File: src/rtl/mask_cam_pkg.sv
package mask_cam_pkg;
  // One command per cycle, chosen by fixed priority.
  typedef enum logic [1:0] {
    OP_IDLE   = 2'd0,
    OP_WRITE  = 2'd1,
    OP_SEARCH = 2'd2,
    OP_CLEAR  = 2'd3
  } cam_op_e;
endpackage

File: src/rtl/mask_cam_rst_sync.sv
module mask_cam_rst_sync #(
  parameter int STAGES = 2
) (
  input  logic clk,
  input  logic rst_n,
  output logic rst_sync_n
);
  logic [STAGES-1:0] chain_q;

  always_ff @(posedge clk or negedge rst_n) begin
    if (!rst_n) chain_q <= '0;
    else        chain_q <= {chain_q[STAGES-2:0], 1'b1};
  end

  assign rst_sync_n = chain_q[STAGES-1];
endmodule

File: src/rtl/mask_cam_entry.sv
module mask_cam_entry #(
  parameter int WIDTH = 9
) (
  input  logic             clk,
  input  logic             rst_n,
  input  logic             load,
  input  logic             drop,
  input  logic [WIDTH-1:0] wr_data,
  input  logic [WIDTH-1:0] cmp,
  input  logic [WIDTH-1:0] msk,
  output logic             hit,
  output logic             valid
);
  logic             valid_q, valid_d;
  logic [WIDTH-1:0] word_q;

  always_comb begin
    valid_d = valid_q;
    if (load)      valid_d = 1'b1;
    else if (drop) valid_d = 1'b0;
  end

  always_ff @(posedge clk or negedge rst_n) begin
    if (!rst_n) valid_q <= 1'b0;
    else        valid_q <= valid_d;
  end

  // Data storage needs no reset: it is qualified by valid_q.
  always_ff @(posedge clk) begin
    if (load) word_q <= wr_data;
  end

  assign hit   = valid_q && (((word_q ^ cmp) & msk) == '0);
  assign valid = valid_q;
endmodule

File: src/rtl/mask_cam_alloc.sv
module mask_cam_alloc #(
  parameter int WORDS = 8
) (
  input  logic [WORDS-1:0] valid_vec,
  output logic [WORDS-1:0] grant,
  output logic             full
);
  always_comb begin
    logic taken;
    taken = 1'b0;
    grant = '0;
    for (int i = 0; i < WORDS; i++) begin
      if (!valid_vec[i] && !taken) begin
        grant[i] = 1'b1;
        taken    = 1'b1;
      end
    end
  end

  assign full = &valid_vec;
endmodule

File: src/rtl/mask_cam_prio.sv
module mask_cam_prio #(
  parameter int WORDS = 8,
  localparam int IDXW = (WORDS > 1) ? $clog2(WORDS) : 1
) (
  input  logic [WORDS-1:0] vec,
  output logic             any,
  output logic [IDXW-1:0]  idx
);
  always_comb begin
    idx = '0;
    for (int i = WORDS - 1; i >= 0; i--) begin
      if (vec[i]) idx = IDXW'(i);
    end
  end

  assign any = |vec;
endmodule

File: src/rtl/mask_cam.sv
module mask_cam
  import mask_cam_pkg::*;
#(
  parameter int WORDS = 8,
  parameter int WIDTH = 9,
  localparam int IDXW = (WORDS > 1) ? $clog2(WORDS) : 1
) (
  input  logic             clk,
  input  logic             rst_n,
  input  logic             cmp_load,
  input  logic [WIDTH-1:0] cmp_in,
  input  logic             msk_load,
  input  logic [WIDTH-1:0] msk_in,
  input  logic             wr_req,
  input  logic [WIDTH-1:0] wr_data,
  input  logic             search_req,
  input  logic             clear_req,
  output logic [WORDS-1:0] match_vec,
  output logic             hit_any,
  output logic [IDXW-1:0]  hit_idx,
  output logic             full
);
  logic             rst_sync_n;
  cam_op_e          op_cur;
  logic [WIDTH-1:0] cmp_q, cmp_d, msk_q, msk_d;
  logic [WORDS-1:0] match_q, match_d;
  logic [WORDS-1:0] valid_vec, hit_vec, grant;

  mask_cam_rst_sync #(.STAGES(2)) u_rst (
    .clk(clk), .rst_n(rst_n), .rst_sync_n(rst_sync_n)
  );

  // Command decode, fixed priority: write, then search, then clear.
  always_comb begin
    if (wr_req)          op_cur = OP_WRITE;
    else if (search_req) op_cur = OP_SEARCH;
    else if (clear_req)  op_cur = OP_CLEAR;
    else                 op_cur = OP_IDLE;
  end

  // Comparand and mask registers.
  always_comb begin
    cmp_d = cmp_load ? cmp_in : cmp_q;
    msk_d = msk_load ? msk_in : msk_q;
  end

  always_ff @(posedge clk or negedge rst_sync_n) begin
    if (!rst_sync_n) begin
      cmp_q <= '0;
      msk_q <= '0;
    end else begin
      cmp_q <= cmp_d;
      msk_q <= msk_d;
    end
  end

  mask_cam_alloc #(.WORDS(WORDS)) u_alloc (
    .valid_vec(valid_vec), .grant(grant), .full(full)
  );

  for (genvar g = 0; g < WORDS; g++) begin : g_entry
    logic ld, dr;
    assign ld = (op_cur == OP_WRITE) && grant[g];
    assign dr = (op_cur == OP_CLEAR) && match_q[g];
    mask_cam_entry #(.WIDTH(WIDTH)) u_ent (
      .clk(clk), .rst_n(rst_sync_n), .load(ld), .drop(dr),
      .wr_data(wr_data), .cmp(cmp_q), .msk(msk_q),
      .hit(hit_vec[g]), .valid(valid_vec[g])
    );
  end

  // Match register: a search captures, a clear empties, else hold.
  always_comb begin
    unique case (op_cur)
      OP_SEARCH: match_d = hit_vec;
      OP_CLEAR:  match_d = '0;
      default:   match_d = match_q;
    endcase
  end

  always_ff @(posedge clk or negedge rst_sync_n) begin
    if (!rst_sync_n) match_q <= '0;
    else             match_q <= match_d;
  end

  mask_cam_prio #(.WORDS(WORDS)) u_prio (
    .vec(match_q), .any(hit_any), .idx(hit_idx)
  );

  assign match_vec = match_q;
endmodule

File: config.mk
export PLATFORM = sky130hd
export DESIGN_NAME = mask_cam
export DESIGN_NICKNAME = d
export VERILOG_FILES = /design/src/rtl/mask_cam_pkg.sv /design/src/rtl/mask_cam_rst_sync.sv /design/src/rtl/mask_cam_entry.sv /design/src/rtl/mask_cam_alloc.sv /design/src/rtl/mask_cam_prio.sv /design/src/rtl/mask_cam.sv
export SDC_FILE = /design/constraint.sdc
export NUM_CORES = 1
export LEC_CHECK = 0
export CAP_MARGIN = 20
export CORE_MARGIN = 5
export CORE_UTILIZATION = 55
export DETAILED_ROUTE_END_ITERATION = 16
export PLACE_DENSITY = 0.77
export SYNTH_ARGS = -nofsm -noshare
export SYNTH_HDL_FRONTEND = slang
export SYNTH_SLANG_ARGS = --single-unit
File: constraint.sdc
create_clock -name clk -period 1.8 [get_ports clk]
set_input_delay 0.27 -clock clk [delete_from_list [all_inputs] [get_ports clk]]
set_output_delay 0.27 -clock clk [all_outputs]
set_load 0.01 [all_outputs]
# Yosys cells after proc, flatten, opt, wreduce, memory -nomap -nowiden
# Index checks and enable logic that the tools add are counted.
# W data, S select, Z words.
# op_classes
n_eq_ne	3
muxes	42
n_bitwise	16
n_reduce_logical	63
# op_table
operator	count
$and A9 B9 Y9	8
$logic_not A9 Y1	8
$xor A9 B9 Y9	8
$logic_and A1 B1 Y1	31
$mux W1	30
$mux W3	8
$reduce_bool A2 Y1	9
$pmux W8 S2	1
$logic_not A1 Y1	13
$reduce_and A8 Y1	1
$reduce_or A8 Y1	1
$mux W2	3
$eq A2 B2 Y1 const B	2
$eq A2 B1 Y1 const B	1
# totals
out_inout_bits	13
in_bits	34
ff_bits	108

# Longest topological paths before layout
# Gate-level depths: netlist of the first run.
# logic_depth
ltp_word	23
depth_mapped	6
mapped_depth_nobuf	4

# Cells and area by module
# From an unflattened synthesis of the first run, not the netlist that was laid out.
# hier_totals
cells_unflattened	336
hier_area_um2	4770.8
# by_module_without_submodules
mod	area_per_inst_um2	seq_area_each_um2	n_inst	cells_per_inst
mask_cam_entry	432.9	295.3	8	29
mask_cam	1093.5	650.6	1	75
mask_cam_prio	81.3	0.0	1	13
mask_cam_alloc	78.8	0.0	1	13
mask_cam_rst_sync	53.8	50.0	1	3

# Worst setup path before layout of the first run
# Ideal clock, no wire load.
# synth_timing
path_type	register to register
startpoint	register g_entry[0].u_ent.valid_q
endpoint	register g_entry[7].u_ent.word_q[0], enable pin
arrival_time_ns	1.311
path_stages_with_launch	6
period_less_slack_ns	1.685
path_slack_ns	0.115
required_ns	1.426
path_cell_list	dfrtp_1 -> buf_2 -> nand3_1 -> nor2_1 -> nand3_1 -> nor2_1
# synth_between
elab_chain_len	21
word_cells_on_any_way	22
classes_between	mux: 8; reduce/logical: 14
# synth_lines
element	line	rtl
start: declaration	mask_cam_entry.sv:14	logic valid_q, valid_d;
start signal: assignment	mask_cam_entry.sv:25	else valid_q <= valid_d;
$mux W1 or $logic_and A1 B1 Y1 (tied branches)	mask_cam_alloc.sv:13	if (!valid_vec[i] && !taken) begin
$mux W1 *	mask_cam_alloc.sv:13	
$logic_not A1 Y1	mask_cam_alloc.sv:13	
$logic_and A1 B1 Y1	mask_cam_alloc.sv:13	
$mux W1 *	mask_cam_alloc.sv:13	
$logic_not A1 Y1	mask_cam_alloc.sv:13	
$logic_and A1 B1 Y1	mask_cam_alloc.sv:13	
$mux W1 *	mask_cam_alloc.sv:13	
(+6 left out)	n/a	
$logic_not A1 Y1	mask_cam_alloc.sv:13	
$logic_and A1 B1 Y1	mask_cam_alloc.sv:13	
$mux W1 *	mask_cam_alloc.sv:13	
$logic_not A1 Y1 *	mask_cam_alloc.sv:13	
$logic_and A1 B1 Y1 *	mask_cam_alloc.sv:13	
$mux W1 *	mask_cam_alloc.sv:13	
$logic_and A1 B1 Y1 *	mask_cam.sv:63	assign ld = (op_cur == OP_WRITE) && grant[g];
named net g_entry[7].ld	mask_cam.sv:62	logic ld, dr;
end signal: assignment	mask_cam_entry.sv:30	if (load) word_q <= wr_data;
end: declaration	mask_cam_entry.sv:15	logic [WIDTH-1:0] word_q;
# The timed path passes the listed nets; every way through them passes the cells marked *.
# A chain may end at the register's enable or synchronous reset.

# Final worst setup path of the first run
# layout_timing
startpoint	register match_q[6], in the netlist match_vec[6]
endpoint	output hit_idx[0]
# layout_between
elab_chain_len	7
# layout_lines
element	line	rtl
start: declaration	mask_cam.sv:26	logic [WORDS-1:0] match_q, match_d;
start signal: assignment	mask_cam.sv:83	else match_q <= match_d;
$mux W3 (7 in series)	mask_cam_prio.sv:12	if (vec[i]) idx = IDXW'(i);
end: declaration	mask_cam.sv:20	output logic [IDXW-1:0] hit_idx,
# Every way passes these cells.

==> flow_metrics.tcl, run 1 <==
set metrics [dict create \
    fp.dieH_um 103 \
    crit_arrival_ns 1.49 \
    globalRouteOverflowTotal 0 \
    synth_adder_area_share_pct 0 \
    post-place-ws_ns -0.188 \
    maxCapViolations 0 \
    avgSynthCellArea_um2 14.4 \
    grt_max_degree 35 \
    skew_ns 0.0149 \
    detail_route.iter0.violations 202 \
    numCtsBuffers 9 \
    coreArea_um2 8590 \
    place_inst 499 \
    period_needed_ns 1.76 \
    p_sw_mw 1.39 \
    p_comb_share_pct 15.9 \
    post_drt_wl_per_cell_um 21.3 \
    synth_top_family_by_area "XOR/XNOR gates" \
    root_buffer "clkbuf_8" \
    critical_path.endpoint_type "primary output" \
    final_nets 438 \
    relSlewSlack_pct 44.2 \
    syn_area_um2 4760 \
    clkLatencyLatePin_ns 0.36 \
    synthSimpleGateAreaFrac_pct 4.36 \
    dieArea_um2 10600 \
    io_pins 47 \
    vias 2993 \
    first_global_vias 3155 \
    swShare_pct 25.6 \
    cp_slowest_cell "dfrtp_1" \
    cts_tree "yes" \
    power.density_nw_per_um2 939 \
    setup_ws_ns 0.0389 \
    syn-instance-count 331 \
    synth-xor-area-share_pct 13.2 \
    crit_required_ns 1.53 \
    io_buffer_count 46 \
    vias_per_cell 5.79 \
    cts-htree-levels 3 \
    fin_crit_sh_pct 97.8 \
    cpLargestDelayFamily "flip-flops" \
    grt_pass1_wl_um 17500 \
    die_w_um 103 \
    diodes 0 \
    final_cell_mix "xor2_1, edfxtp_1, clkdlybuf4s50_1" \
    hpwl_um 7580 \
    initial_core_util_pct 55.4 \
    synth_nets 365 \
    hp-class "primary input to asynchronous set/reset pin" \
    crit_chain "buf_6, nand2b_4, a21oi_2, o21bai_1, a21oi_1, buf_2" \
    setup_viol 0 \
    hold_slack_ns 0.0611 \
    hold_viol_final 0 \
    syn_to_final_growth_pct 21.3 \
    start_kind "register" \
    cp_max_fo 3 \
    worstMarginPinSlew_ns 0.835 \
    clk_pin_slew_ns 0.10 \
    seq_power_share_pct 54.2 \
    final_layout_size_suffix_gt1_share_pct 22.0 \
    place_congestion 0.831 \
    outcome "finished, final reports clean" \
    vdd_ir_drop_max_uv 505 \
    clockBufferDepth 2 \
    p_int_mw 4.04 \
    ys_warn_count 0 \
    cts_hold_buf 0 \
    drc 0 \
    crit_type "register to primary output" \
    critPathBufInv 2 \
    synthMuxAreaShare_pct 4.26 \
    postRouteAntennaNets 0 \
    rows 34 \
    clock_power_share_pct 29.8 \
    grt_setup_unrepaired "true" \
    max_freq_ghz 0.568 \
    finalWirelength_um 11000 \
    ys_seq_area_share_pct 64.3 \
    async_flop_share_pct 33.3 \
    max_stage_delay_ns 0.40 \
    fin_cells 517 \
    p_leak_nw 2.21 \
    clock_sinks 108 \
    slew_viol_final 0 \
    synth-compound-area-share_pct 10.3 \
    tns_ns 0 \
    synth_seq_cells 108 \
    synthFlopType "edfxtp_1" \
    fillers 629 \
    grt_antenna_before_repair 0 \
    track_usage_pct 22.5 \
    first_pass_iters 5 \
    synth_edf_count 72 \
    yosysUniqueCellTypes 27 \
]
[cells by family after synthesis]
logic type | after synthesis
buf+inv | 27
flops | 108
compound gates | 63
simple gates | 42
xor+xnor | 72
mux | 18
other cells | 1
[power by group through the flow]
stage | logic [mW] | clock network, mW | registers [mW]
2_1_floorplan | 0.544 | 0 | 2.87
3_3_place_gp | 0.842 | 0 | 2.98
3_5_place_dp | 0.865 | 0 | 2.99
4_1_cts | 0.851 | 1.63 | 2.93
5_1_grt | 0.941 | 1.74 | 2.96
6_report | 0.862 | 1.62 | 2.94
[worst register-to-register path, delay by kind of cell (launching register included)]
kind | cells | cell delay [ns]
AOI/OAI and AO/OA | 3 | 0.78
DFF | 1 | 0.60
xor gates and xnor gates | 1 | 0.26
[metal layers]
layer  vias to the layer above  global-route usage (%)  routed length [um]
met5                         -                       0                   0
met1                      1493                    30.9                4580
met4                         0                    7.67                 264
li1                       1371                       -                   -
met3                        22                    3.38                 599
met2                       107                    37.0                5590
[final timing paths]
kind | start | endpoint | slack (ns) | cells past startpoint
worst max-delay path | match_vec[6] | hit_idx[0] | 0.04 | 6
worst min-delay path | rst_n | u_rst.chain_q[1] | 0.06 | 1
worst max register to register | cmp_q[2] | match_vec[0] | 0.11 | 4
worst min register to register | u_rst.chain_q[1] | msk_q[2] | 0.29 | 1
max in group asynchronous | u_rst.chain_q[1] | match_vec[5] | 1.14 | 1
min in group clk | u_rst.chain_q[0] | u_rst.chain_q[1] | 0.36 | 0
[synth_stat cells (all sizes together) (2+ instances only)]
library cell	number	share of area, %
nor3b	2	0.53
a21oi	14	1.5
mux2	18	4.3
nor2	10	0.79
o21bai	2	0.32
dfrtp	36	19
nor4	2	0.26
inv	3	0.24
clkbuf	9	0.71
nand3	3	0.32
nor2b	3	0.39
a32o	8	1.7
a31oi	6	0.79
edfxtp	72	45
and3	2	0.26
xor2	72	13
a221oi	16	2.9
a22o	16	2.9
nand2	13	1.0
buf	15	2.5
nor3	5	0.53
[state kept, by name, indices dropped and copies added (netlist names)]
| name | cells |
|---|---|
| cmp_q | 9 |
| g_entry.u_ent.valid | 8 |
| g_entry.u_ent.word_q | 72 |
| match_vec | 8 |
| msk_q | 9 |
| u_rst.chain_q | 2 |
[what timing repair did]
| action | in CTS | in global routing |
|---|---|---|
| resized for setup | 16 | 15 |
| pin swaps | 1 | 4 |
| setup endpoints to repair | 5 | 9 |
| gates cloned | 0 | 0 |
| endpoints found under the hold margin | 0 | 0 |
| setup buffers | 1 | 1 |
[cell type report]
type	instances	area, um2	area share, %
clock inverter	2	38.8	0.672
multi-input combinational	196	1590	27.6
inverter	3	11.3	0.195
sequential	108	3070	53.1
timing repair buffer	86	743	12.9
clock buffer	14	185	3.21
tap	108	135	2.34
[through the flow]
stage          total power [mW]  instance area, um2  utilization [%]
5_1_grt                    5.64                5770             67.2
6_report                   5.42                5770             67.2
3_3_place_gp               3.82                5490             63.9
3_5_place_dp               3.85                5490             63.9
4_1_cts                    5.42                5720             66.6
2_1_floorplan              3.41                4760                -
Note: power is estimated with default switching activity, not from simulation.
==> run 2, diff against run 1 <==
--- a/config.mk
+++ b/config.mk
@@ -8,6 +8,7 @@
 export CAP_MARGIN = 20
 export CORE_MARGIN = 5
 export CORE_UTILIZATION = 55
+export CTS_CLUSTER_SIZE = 14
 export DETAILED_ROUTE_END_ITERATION = 16
 export PLACE_DENSITY = 0.77
 export SYNTH_ARGS = -nofsm -noshare
==> results of run 2 <==
Final layout, timing and power as in run 1 (identical DEF).
==> run 3, diff against run 2 <==
--- a/config.mk
+++ b/config.mk
@@ -7,10 +7,11 @@
 export LEC_CHECK = 0
 export CAP_MARGIN = 20
 export CORE_MARGIN = 5
-export CORE_UTILIZATION = 55
+export CORE_UTILIZATION = 57
 export CTS_CLUSTER_SIZE = 14
 export DETAILED_ROUTE_END_ITERATION = 16
-export PLACE_DENSITY = 0.77
+export PLACE_DENSITY = 0.8
+export RECOVER_POWER = 25
 export SYNTH_ARGS = -nofsm -noshare
 export SYNTH_HDL_FRONTEND = slang
 export SYNTH_SLANG_ARGS = --single-unit
==> constraint.sdc (replaced) <==
create_clock -name clk -period 2 [get_ports clk]
set_input_delay 0.3 -clock clk [delete_from_list [all_inputs] [get_ports clk]]
set_output_delay 0.3 -clock clk [all_outputs]
set_load 0.01 [all_outputs]
==> flow_metrics.tcl, run 3 (synthesis gave the netlist of run 1 again) <==
set metrics [dict create \
    top_usage_layer "met2" \
    track_usage_pct 22.7 \
    first_pass_iters 4 \
    period_needed_ns 1.88 \
    regMostFlops "g_entry.u_ent.word_q" \
    place_congestion 0.917 \
    cp_max_fo 4 \
    critical_path.endpoint_type "primary output" \
    max_freq_ghz 0.532 \
    diodes 0 \
    post_drt_wl_per_cell_um 21.5 \
    clock_power_share_pct 29.5 \
    place_inst 481 \
    maxCapViolations 0 \
    p_comb_share_pct 15.3 \
    grt_util_met3_pct 5.72 \
    tns_ns 0 \
    setup_viol 0 \
    seq_power_share_pct 55.2 \
    grt_pass1_wl_um 17100 \
    p_sw_mw 1.21 \
    clockBufferDepth 2 \
    cts-htree-levels 3 \
    largest_reg_flops 72 \
    swShare_pct 25.3 \
    grt_use_met1_pct 29.1 \
    vias 3010 \
    p_int_mw 3.58 \
    worstMarginPinSlew_ns 0.912 \
    fillers 581 \
    clkLatencyLatePin_ns 0.37 \
    hp-class "primary input to asynchronous set/reset pin" \
    postRouteAntennaNets 0 \
    relSlewSlack_pct 39.2 \
    numCtsBuffers 9 \
    grt_util_met2_pct 37.5 \
    hold_slack_ns 0.163 \
    multi_input_area_um2 1570 \
    io_pins 47 \
    slew_viol_final 0 \
    io_buffer_count 46 \
    grt_max_degree 35 \
    first_global_vias 3137 \
    hold_viol_final 0 \
    fin_cells 504 \
    grt_antenna_before_repair 0 \
    grt_setup_unrepaired "false" \
    skew_ns 0.0127 \
    final_cell_mix "xor2_1, edfxtp_1, clkdlybuf4s50_1" \
    fin_crit_sh_pct 94.1 \
    cts_tree "yes" \
    fin_util_pct 69.3 \
    drc 0 \
    finalWirelength_um 10800 \
    initial_core_util_pct 58.2 \
    die_w_um 101 \
    hpwl_um 7390 \
    coreArea_um2 8180 \
    dieArea_um2 10300 \
    clk_pin_slew_ns 0.09 \
    crit_type "register to primary output" \
    crit_required_ns 1.70 \
    fp.dieH_um 101 \
    final_nets 428 \
    crit_arrival_ns 1.58 \
    final_layout_size_suffix_gt1_share_pct 18.5 \
    clock_sinks 108 \
    seq_area_um2 3070 \
    power.density_nw_per_um2 846 \
    root_buffer "clkbuf_8" \
    reg.largest.list "g_entry.u_ent.word_q x72, cmp_q x9, msk_q x9" \
    p_leak_nw 2.17 \
    vdd_ir_drop_max_uv 588 \
    globalRouteOverflowTotal 0 \
    syn_to_final_growth_pct 19.0 \
    vias_per_cell 5.97 \
    start_kind "register" \
    rows 33 \
    detail_route.iter0.violations 203 \
    outcome "finished, final reports clean" \
]
[run 3: cell count changes in the layout (fill, tap and decap cells not counted), sizes merged]
cell,before,now
clkbuf,16,13
bufinv,1,2
dlygate4sd2,1,2
clkinv,0,2
clkdlybuf4s50,41,37
buf,42,29
dlygate4sd3,0,4
inv,4,5
dlymetal6s2s,0,1
[run 3: final timing paths]
kind,slack (ns),cells after the start,to,startpoint
max,0.12,4,hit_idx[2],match_vec[6]
min,0.16,1,u_rst.chain_q[1],rst_n
max reg2reg,0.23,4,match_vec[1],cmp_q[7]
min reg2reg,0.36,0,u_rst.chain_q[1],u_rst.chain_q[0]
max in group asynchronous,0.92,1,g_entry[0].u_ent.valid,u_rst.chain_q[1]
min in group clk,0.36,0,u_rst.chain_q[1],u_rst.chain_q[0]
[run 3: cell type report]
type / count / area share, %
clock buffers: 10 / 2.25
clock inverters: 6 / 1.55
inverters: 3 / 0.199
multi-input cells: 196 / 27.6
flip-flops and latches: 108 / 54.2
well taps: 105 / 2.32
repair buffers: 76 / 11.9
[run 3: stage by stage]
| stage | worst slack (ns) | cell area (um2) | power (mW) |
|---|---|---|---|
| 6_report | 0.119 | 5670 | 4.79 |
| 5_1_grt | 0.0171 | 5670 | 5.00 |
| 4_1_cts | 0.0137 | 5660 | 4.83 |
| 3_5_place_dp | 0.0488 | 5370 | 3.41 |
| 3_3_place_gp | 0.108 | 5370 | 3.39 |
| 2_1_floorplan | 0.315 | 4760 | 3.07 |
[run 3: timing repair]
action                                  CTS  global route
pin swaps                                 0             2
setup buffers                             5             2
hold buffers                              0             0
endpoints found under the setup margin    5             3
resized for setup                        13             5
[run 3: power by group through the flow]
stage | Sequential, mW | Combinational [mW] | Clock (mW)
floorplan | 2.58 | 0.490 | 0
global placement | 2.69 | 0.700 | 0
global route | 2.66 | 0.799 | 1.54
finish | 2.65 | 0.732 | 1.41
detailed placement | 2.69 | 0.716 | 0
CTS | 2.65 | 0.740 | 1.44
[run 3: metal layers]
| metal | wire [um] | part of all wire [%] | up-vias |
|---|---|---|---|
| met4 | 315 | 2.9 | 0 |
| met5 | 0 | 0 | - |
| met2 | 5420 | 50 | 118 |
| met3 | 711 | 6.6 | 27 |
| met1 | 4380 | 40 | 1517 |
| li1 | - | - | 1348 |
[run 3: worst max-delay path: stages (launching register included)]
cell and delay, ns:
dfrtp_2 0.46, buf_4 0.15, nor4_4 0.26, nor2b_1 0.07, dlygate4sd2_1 0.29
